## src/rtl/bm_pkg.sv

```systemverilog
package bm_pkg;
   typedef enum logic [1:0] {
      BM_W1 = 2'b00,
      BM_W2 = 2'b01,
      BM_W4 = 2'b10,
      BM_W8 = 2'b11
   } bm_width_e;

   // access size in bytes for a width code
   function automatic int bm_nbytes(input logic [1:0] code);
      return 1 << code;
   endfunction
endpackage

```

## src/rtl/bm_lane_ctrl.sv

```systemverilog
module bm_lane_ctrl #(
   parameter int ROW_BYTES = 8,
   parameter int IDX_W     = 4,
   localparam int OFF_W    = $clog2(ROW_BYTES),
   localparam int ADDR_W   = IDX_W + OFF_W
) (
   input  logic [ADDR_W-1:0] addr,
   input  logic [1:0]        wcode,
   output logic [IDX_W-1:0]  row_idx,
   output logic [OFF_W-1:0]  lane_off,
   output logic [ROW_BYTES-1:0] byte_en,
   output logic              misalign
);
   int nb;

   assign nb       = bm_pkg::bm_nbytes(wcode);
   assign row_idx  = addr[ADDR_W-1:OFF_W];
   assign lane_off = addr[OFF_W-1:0];
   assign misalign = (nb > ROW_BYTES) || ((lane_off & OFF_W'(nb - 1)) != '0);

   for (genvar i = 0; i < ROW_BYTES; i++) begin : g_lane
      assign byte_en[i] = (i >= int'(lane_off)) && (i < int'(lane_off) + nb);
   end
endmodule

```

## src/rtl/bm_swap.sv

```systemverilog
module bm_swap #(
   parameter int ROW_BYTES = 8,
   localparam int ROW_W    = ROW_BYTES * 8,
   localparam int BI_W     = $clog2(ROW_BYTES)
) (
   input  logic [ROW_W-1:0] data_i,
   input  logic [1:0]       wcode,
   input  logic             en,
   output logic [ROW_W-1:0] data_o
);
   logic [7:0] in_b [ROW_BYTES];
   int nb;

   assign nb = bm_pkg::bm_nbytes(wcode);

   for (genvar i = 0; i < ROW_BYTES; i++) begin : g_byte
      assign in_b[i] = data_i[i*8 +: 8];
      always_comb begin
         data_o[i*8 +: 8] = in_b[i];
         if (en) begin
            if (i < nb) data_o[i*8 +: 8] = in_b[BI_W'(nb - 1 - i)];
            else        data_o[i*8 +: 8] = 8'h00;
         end
      end
   end
endmodule

```

## src/rtl/bm_row_array.sv

```systemverilog
module bm_row_array #(
   parameter int ROW_BYTES = 8,
   parameter int DEPTH     = 16,
   localparam int ROW_W    = ROW_BYTES * 8,
   localparam int IDX_W    = $clog2(DEPTH)
) (
   input  logic             clk,
   input  logic             rst_n,
   input  logic [IDX_W-1:0] rd_idx,
   output logic [ROW_W-1:0] rd_row,
   input  logic             wr_en,
   input  logic [IDX_W-1:0] wr_idx,
   input  logic [ROW_W-1:0] wr_row
);
   logic [ROW_W-1:0] rows  [DEPTH];
   logic [DEPTH-1:0] written;

   for (genvar r = 0; r < DEPTH; r++) begin : g_row
      always_ff @(posedge clk) begin
         if (wr_en && wr_idx == IDX_W'(r)) rows[r] <= wr_row;
      end
      always_ff @(posedge clk or negedge rst_n) begin
         if (!rst_n)                              written[r] <= 1'b0;
         else if (wr_en && wr_idx == IDX_W'(r))   written[r] <= 1'b1;
      end
   end

   // unwritten rows read back as zero
   assign rd_row = written[rd_idx] ? rows[rd_idx] : '0;
endmodule

```

## src/rtl/bytemem.sv

```systemverilog
module bytemem #(
   parameter int ROW_BYTES = 8,
   parameter int DEPTH     = 16,
   localparam int ROW_W    = ROW_BYTES * 8,
   localparam int OFF_W    = $clog2(ROW_BYTES),
   localparam int IDX_W    = $clog2(DEPTH),
   localparam int ADDR_W   = IDX_W + OFF_W
) (
   input  logic              clk,
   input  logic              rst_n,
   input  logic              req_valid,
   input  logic [ADDR_W-1:0] req_addr,
   input  logic [1:0]        req_wcode,
   input  logic              req_we,
   input  logic [ROW_W-1:0]  req_wdata,
   input  logic              req_swap,
   output logic              rsp_valid,
   output logic              rsp_err,
   output logic [ROW_W-1:0]  rsp_data
);
   if (ROW_BYTES < 2 || ROW_BYTES > 8 || (ROW_BYTES & (ROW_BYTES - 1)) != 0) begin : g_bad_row
      $error("ROW_BYTES must be 2, 4 or 8");
   end
   if (DEPTH < 2 || (DEPTH & (DEPTH - 1)) != 0) begin : g_bad_depth
      $error("DEPTH must be a power of two, at least 2");
   end

   logic [IDX_W-1:0]     row_idx;
   logic [OFF_W-1:0]     lane_off;
   logic [ROW_BYTES-1:0] byte_en;
   logic                 misalign;
   logic [ROW_W-1:0]     cur_row, new_row;
   logic [ROW_W-1:0]     ext_raw, ld_data, st_raw, st_data;
   logic [7:0]           row_b [ROW_BYTES];
   logic [7:0]           st_b  [ROW_BYTES];
   int                   nb;

   assign nb = bm_pkg::bm_nbytes(req_wcode);

   bm_lane_ctrl #(.ROW_BYTES(ROW_BYTES), .IDX_W(IDX_W)) u_lane (
      .addr(req_addr), .wcode(req_wcode), .row_idx(row_idx),
      .lane_off(lane_off), .byte_en(byte_en), .misalign(misalign)
   );

   bm_row_array #(.ROW_BYTES(ROW_BYTES), .DEPTH(DEPTH)) u_rows (
      .clk(clk), .rst_n(rst_n), .rd_idx(row_idx), .rd_row(cur_row),
      .wr_en(req_valid && req_we && !misalign), .wr_idx(row_idx), .wr_row(new_row)
   );

   for (genvar i = 0; i < ROW_BYTES; i++) begin : g_lanes
      assign row_b[i] = cur_row[i*8 +: 8];
      assign st_b[i]  = st_data[i*8 +: 8];
      // load: pull lane (offset + i) down to byte i
      always_comb begin
         if (i < nb && (int'(lane_off) + i) < ROW_BYTES)
            ext_raw[i*8 +: 8] = row_b[BI_SEL'(int'(lane_off) + i)];
         else
            ext_raw[i*8 +: 8] = 8'h00;
      end
      // store: keep only the low access-width bytes of the write data
      assign st_raw[i*8 +: 8] = (i < nb) ? req_wdata[i*8 +: 8] : 8'h00;
      // merge: covered lanes take store byte (i - offset)
      assign new_row[i*8 +: 8] = byte_en[i] ? st_b[BI_SEL'(i - int'(lane_off))] : row_b[i];
   end

   localparam int BI_SEL = OFF_W;

   bm_swap #(.ROW_BYTES(ROW_BYTES)) u_ld_swap (
      .data_i(ext_raw), .wcode(req_wcode), .en(req_swap), .data_o(ld_data)
   );
   bm_swap #(.ROW_BYTES(ROW_BYTES)) u_st_swap (
      .data_i(st_raw), .wcode(req_wcode), .en(req_swap), .data_o(st_data)
   );

   always_ff @(posedge clk or negedge rst_n) begin
      if (!rst_n) begin
         rsp_valid <= 1'b0;
         rsp_err   <= 1'b0;
         rsp_data  <= '0;
      end else begin
         rsp_valid <= req_valid;
         rsp_err   <= req_valid && misalign;
         rsp_data  <= (req_valid && !req_we && !misalign) ? ld_data : '0;
      end
   end
endmodule

```

## config.mk

```make
export PLATFORM = sky130hd
export DESIGN_NAME = bytemem
export DESIGN_NICKNAME = d
export VERILOG_FILES = /design/src/rtl/bm_pkg.sv /design/src/rtl/bm_lane_ctrl.sv /design/src/rtl/bm_swap.sv /design/src/rtl/bm_row_array.sv /design/src/rtl/bytemem.sv
export SDC_FILE = /design/constraint.sdc
export NUM_CORES = 1
export LEC_CHECK = 0
export BUFFER_PORTS_ARGS = -buffer_cell sky130_fd_sc_hd__buf_2
export CAP_MARGIN = 20
export CORE_MARGIN = 5
export CORE_UTILIZATION = 40
export CTS_CLUSTER_SIZE = 8
export DETAILED_ROUTE_END_ITERATION = 6
export HOLD_SLACK_MARGIN = 0.15
export SYNTH_ARGS = -nofsm -noshare
export SYNTH_HDL_FRONTEND = slang
export SYNTH_HIERARCHICAL = 1
export SYNTH_SLANG_ARGS = --single-unit
```

## constraint.sdc

```tcl
create_clock -name clk -period 3.3 [get_ports clk]
set_input_delay 0.99 -clock clk [delete_from_list [all_inputs] [get_ports clk]]
set_output_delay 0.99 -clock clk [all_outputs]
set_load 0.05 [all_outputs]
```

# Word level (Yosys, flattened, before mapping)
# Memories as Yosys holds them, arrays and structs flattened.
# Index checks and enable logic that the tools add are counted.
# W data, S select, Z words.
# classes
reduce_logical	56
muxes	233
magnitude_cmp	57
bitwise	25
shifts	1
n_eq_ne	15
n_addsub	24
# op_table
operator	count
$mux W64	17
$mux W8	120
$reduce_or A64 Y1	15
$bmux W8 S3	32
$lt A4 B32 Y1 const A	8
$lt A32 B5 Y1 const B	7
$lt A3 B32 Y1 const A	4
$ge A3 B4 Y1 const B	24
$not A3 Y3	24
$lt A1 B32 Y1 const A	2
$lt A2 B32 Y1 const A	2
$mux W4	15
$mux W1	48
$logic_and A1 B1 Y1	36
$add A4 B32 Y32	1
$eq A4 B4 Y1 const B	8
$gt A32 B5 Y1 const B	1
$shl A1 B2 Y32 const A	1
$add A3 B3 Y4 const B	4
$eq A4 B3 Y1 const B	4
$sub A3 B3 Y3 const A	4
$sub A3 B3 Y3 const B	4
$ge A3 B3 Y1 const A	3
$sub A3 B2 Y3 const B	3
other kinds (17)	24
# word_totals
ramBits	1024
reg_bits	82
memories	1
wordCells	431
# mem_list
memory	depth	word_bits	read_ports	rd_clocked_by_memory_dff	write_ports	line_no	rtl
u_rows.rows	16	64	1	0	1	bm_row_array.sv:15	logic [ROW_W-1:0] rows [DEPTH];

# Logic depth before layout (Yosys ltp)
# logic_depth
depth_word	28
depth_mapped	18
depth_no_buf	12

# Hierarchy
# The synthesis kept the hierarchy.
# modules_own_cells
module	cells_each	n_inst	area_per_inst_um2	seq_area_each_um2
bm_row_array	1630	1	38962.4	31149.9
bytemem	826	1	8453.1	1651.6
bm_swap	408	2	3051.7	0.0
bm_lane_ctrl	44	1	342.8	0.0

# Worst setup path before layout
# Ideal clock, no wire load.
# synth_path
kind	in2reg
startpoint	input port req_wcode[1]
endpoint	register u_rows.written[0]
path_slack_ps	-3922
setup_time_ps	92
required_time_ps	3208
arrival_time_ps	7130
path_stages	8
path_cell_list	nor2_1 inv_1 ha_1 a21o_1 and3b_1 or3b_2 nor3_1 or2_2
# synth_between
elab_chain_len	8
# synth_lines
item	line_no	rtl
from (decl)	bytemem.sv:13	input logic [1:0] req_wcode,
$shl A1 B2 Y32 *	bm_pkg.sv:11	return 1 << code;
parallel branches: the longest is 3 deep, another holds $gt A32 B5 Y1	-	
$logic_or A1 B1 Y1 *	bm_lane_ctrl.sv:19	assign misalign = (nb > ROW_BYTES) || ((lane_off & OFF_W'(nb - 1)) != '0);
net misalign	bytemem.sv:31	logic misalign;
$logic_not A1 Y1 *	bytemem.sv:47	.wr_en(req_valid && req_we && !misalign), .wr_idx(row_idx), .wr_row(new_row)
$logic_and A1 B1 Y1 *	bytemem.sv:47	
$logic_and A1 B1 Y1 *	bm_row_array.sv:24	else if (wr_en && wr_idx == IDX_W'(r)) written[r] <= 1'b1;
to (signal, indexed assignment)	bm_row_array.sv:23	if (!rst_n) written[r] <= 1'b0;
to (signal, indexed assignment)	bm_row_array.sv:24	
to (decl)	bm_row_array.sv:16	logic [DEPTH-1:0] written;
# Mark *: on every way through the listed nets, which the timed path passes.
# A chain may end at the register's enable or synchronous reset.

# Worst setup path after layout
# layout_path
startpoint	input port req_addr[3]
endpoint	register rsp_data[57]
# layout_between
elab_chain_len	13
# layout_lines
item	line_no	rtl
from (decl)	bytemem.sv:12	input logic [ADDR_W-1:0] req_addr,
$bmux W1 S4	bm_row_array.sv:29	assign rd_row = written[rd_idx] ? rows[rd_idx] : '0;
$mux W1 (not written as such)	bm_row_array.sv:29	
$mux W64 *	bm_row_array.sv:29	
net cur_row[17]	bytemem.sv:32	logic [ROW_W-1:0] cur_row, new_row;
$bmux W8 S3 *	bytemem.sv:56	ext_raw[i*8 +: 8] = row_b[BI_SEL'(int'(lane_off) + i)];
$mux W8 (not written as such) * (2 in series)	bytemem.sv:56	
$mux W8 *	bytemem.sv:55	if (i < nb && (int'(lane_off) + i) < ROW_BYTES)
net ext_raw[57]	bytemem.sv:33	logic [ROW_W-1:0] ext_raw, ld_data, st_raw, st_data;
$bmux W8 S3	bm_swap.sv:21	if (i < nb) data_o[i*8 +: 8] = in_b[BI_W'(nb - 1 - i)];
$mux W8 (not written as such) (2 in series)	bm_swap.sv:21	
$mux W8	bm_swap.sv:21	
$mux W8 *	bm_swap.sv:20	if (en) begin
net ld_data[57]	bytemem.sv:33	
$mux W64 *	bytemem.sv:83	rsp_data <= (req_valid && !req_we && !misalign) ? ld_data : '0;
to (signal assigned)	bytemem.sv:83	
to (decl)	bytemem.sv:19	output logic [ROW_W-1:0] rsp_data
# Mark *: on every way through the listed nets, which the timed path passes. The rest lies on a longest branch. The select of a mux whose other input is x is not followed.

==> impl_metrics.ini <==
[setup_path]
r2r_slack_ns = -0.54
end_kind = flip-flop
path_cells = buf_16 > mux4_2 > a22o_1 > nor2_4 > buf_12 > buf_4 > buf_6 > a21oi_1 > buf_4 > mux4_2 > nand2_2 > a21oi_2 > mux4_2 > and2_0 > a221o_1 > and2_1
rr_endpoint = rsp_data[57]
cp_top_family = multiplexers
path_class = in -> reg
path_buf_inv = 5
startpoint = req_addr[3]
r2r-start = u_rows/written[4]
path_common_cell = mux4_2
worstRegToRegCells = 15
cp.required_ns = 3.95
path_max_fanout = 6
slowest_delay_ns = 0.55
startpoint_type = input pin
cp_slowest_cell = mux4_2
worst_ep_arrival_time_ns = 4.53

[power]
ir_drop_mv = 0.4219
p_int_mw = 27.25
power.leakage_nw = 25.22
combPwrFrac_pct = 17.2
p_total_mw = 36.85
net-switching-power_mw = 9.605
power.share.sequential_pct = 43.1
netSwitchingFraction_pct = 26.06
pwr-share-clk_pct = 39.7
powerDensity_mw_per_mm2 = 516.0

[routing]
dr_total_vias = 36250
first_iter_violations = 4486
wl_um = 176300
first_pass_iters = 6
post_drt_via_cell_ratio = 5.994
wl_per_cell_um = 29.15
ant_nets = 0
drcViolationCount = 0

[job]
maxCapViolations = 0

[sta]
max_clock_freq_ghz = 0.2577
slew_violations = 0
clock_skew_ns = 0.06085
max_slew_margin_pct = 22.78
fin_crit_sh_pct = 117.6
fin_crit_ns = 3.880
hold_viol = 0
worst_pin_slew_ns = 1.154
worst_slack_ns = -0.5797
rsz0062_at_grt = yes
setup_violations = 234
tns_ns = -35.13

[global_route]
antenna_found_initial = 2
grtUsageTotal_pct = 24.08
grt_pass1_vias = 36160
grt_pass1_wl_um = 250800
grt_max_degree = 65
gr-total-overflow = 0

[placed_design]
pre_cts_slack_ns = -1.716
port_buffers = 143
placed_cell_area_sq_mm = 0.06329
dpl.hpwl_um = 119100
place_congestion = 0.9248

[yosys]
ys_ff_latch = 1106
syn-num-nets = 3425
yosysUniqueCellTypes = 62
ys_seq_area_share_pct = 60.90
netlist_top_cells_area = edfxtp_1, mux4_2, dfrtp_1, mux2i_1, a22oi_1
async_flop_share_pct = 7.414
synthFlopType = edfxtp_1
synthDominantCellAreaShare_pct = 57.09
synth-edff-count = 1024
syn_area_sq_mm = 0.05386
synth.avg_cell_area_sq_um = 16.24
yosys.area.top_type = edfxtp_1
ys_warn_count = 6
synth_cells = 3316

[floorplan]
pin_count = 144
fp.coreArea_sq_mm = 0.1336
die_w_um = 377.0
rows = 134
start_util_pct = 40.31
die-area_sq_mm = 0.1421
die_h_um = 377.0

[clock_network]
cts_made_buffers = 156
cts.sinks = 1106
holdBufCountCts = 0
worstSkewPairLatency_ns = 0.79
clkTransAtPathRegs_ns = 0.05
root_buffer = clkbuf_16
cts-htree-levels = 4
cts.path.max_buffers = 3
cts_tree = built

[status]
status = finished, violations left
violations = negative setup slack

[finish]
final_cell_area_sq_mm = 0.07143
n_fill_cell = 10540
utilization_pct = 53.46
drive_gt1_share_pct = 49.59
area_growth_syn_to_layout_pct = 32.62
final_nets = 4337

[min_path]
hp-class = in -> async
-- worst max path at each step --
stage / endpoint / slack [ns] / cells past startpoint
after floorplan: u_rows/rows[0][0] / -0.88 / 7
after global placement: rsp_data[45] / -1.74 / 15
after detailed placement: rsp_data[45] / -1.72 / 15
after CTS: rsp_data[28] / -0.49 / 15
after global routing: rsp_data[57] / -0.64 / 15
final: rsp_data[57] / -0.58 / 16
-- kinds of logic after synthesis --
logic type	Yosys count	synth area share, %
simple gates	576	5.210
xor+xnor	5	0.1580
mux	656	22.65
compound gates	569	6.948
buf+inv	373	3.396
flops	1106	60.90
fa+ha+maj	31	0.7341
-- what timing repair did --
action	CTS	global route
gates cloned	15	13
endpoints found under the setup margin	814	1061
setup buffers	33	36
resized for setup	331	354
pin swaps	60	98
-- final cells by class --
| type | instances | area, sq um | area share [%] |
|---|---|---|---|
| multi-input combinational | 1837 | 21740 | 30.44 |
| timing repair buffer | 1009 | 9744 | 13.64 |
| tap | 1768 | 2212 | 3.097 |
| clock inverter | 15 | 416.7 | 0.5833 |
| antenna | 3 | 7.507 | 0.01051 |
| inverter | 118 | 445.4 | 0.6236 |
| clock buffer | 192 | 4060 | 5.684 |
| sequential | 1106 | 32800 | 45.92 |
-- cell usage after synthesis (8+ instances only) --
cell type	instances
edfxtp_1	1024
o31ai_1	12
a221o_1	20
and3_1	38
or2_2	20
nor2_1	80
dfrtp_1	82
a32oi_1	8
clkbuf_1	105
buf_6	22
nand2b_1	15
buf_1	17
nor2b_1	22
nand3_1	13
nand2_1	246
nor3_1	12
a21oi_1	185
a22oi_1	170
o21ai_0	72
mux4_2	444
ha_1	30
a211oi_1	10
buf_4	42
buf_2	65
inv_2	8
and2_1	112
mux2_2	12
o221ai_1	44
o2bb2ai_1	8
inv_1	110
o21ai_1	14
mux2i_1	196
-- cell usage in the layout, fill, tap and decap left out, types with 18 or more instances in the layout --
cell       Yosys  layout
edfxtp_1    1024    1024
buf_4         42     625
mux4_2       444     447
nand2_1      246     176
clkbuf_16      0     163
mux2i_1      196     161
buf_12         0     140
buf_2         65     138
a22oi_1      170     114
inv_1        110     105
and2_1       112      95
dfrtp_1       82      82
a21oi_2        1      80
buf_6         22      76
nand2_2        0      66
nor2_1        80      64
a22oi_2        0      56
a21oi_1      185      55
a21oi_4        0      51
o21ai_1       14      41
and3_1        38      37
clkbuf_1     105      35
o221ai_2       0      29
o21ai_2        0      28
a221o_1       20      20
or2_2         20      20
ha_1          30      19
mux2i_2        0      18
-- metrics by stage --
| stage | hold WS [ns] | std cells |
|---|---|---|
| 4_1_cts | 0.2109 | 6000 |
| 3_3_place_gp | 0.4460 | 5750 |
| 6_report | 0.2559 | 6048 |
| 3_5_place_dp | 0.4510 | 5750 |
| 2_1_floorplan | 0.4317 | 3316 |
| 5_1_grt | 0.2759 | 6045 |
-- routing by layer --
layer | GRT usage, % | wire (um) | vias to the layer above
li1 | - | - | 15210
met1 | 33.24 | 70880 | 18950
met2 | 38.97 | 85380 | 1814
met3 | 4.797 | 14770 | 281
met4 | 7.314 | 5233 | 0
met5 | 0 | 0 | -
-- power groups by stage --
| stage | registers (mW) | logic [mW] | clock network [mW] |
|---|---|---|---|
| 6_report | 15.9 | 6.32 | 14.6 |
| 5_1_grt | 15.9 | 6.61 | 15.6 |
| 4_1_cts | 15.9 | 5.71 | 14.9 |
| 3_5_place_dp | 16.1 | 5.18 | 0 |
| 3_3_place_gp | 16.1 | 5.13 | 0 |
| 2_1_floorplan | 16.2 | 2.80 | 0 |
-- registers in the layout, indices dropped and copies added, names as in the netlist --
signal	cells
rsp_data	64
u_rows/rows	1024
rsp_err	1
u_rows/written	16
rsp_valid	1
No activity file was read; power rests on OpenSTA's default activity.
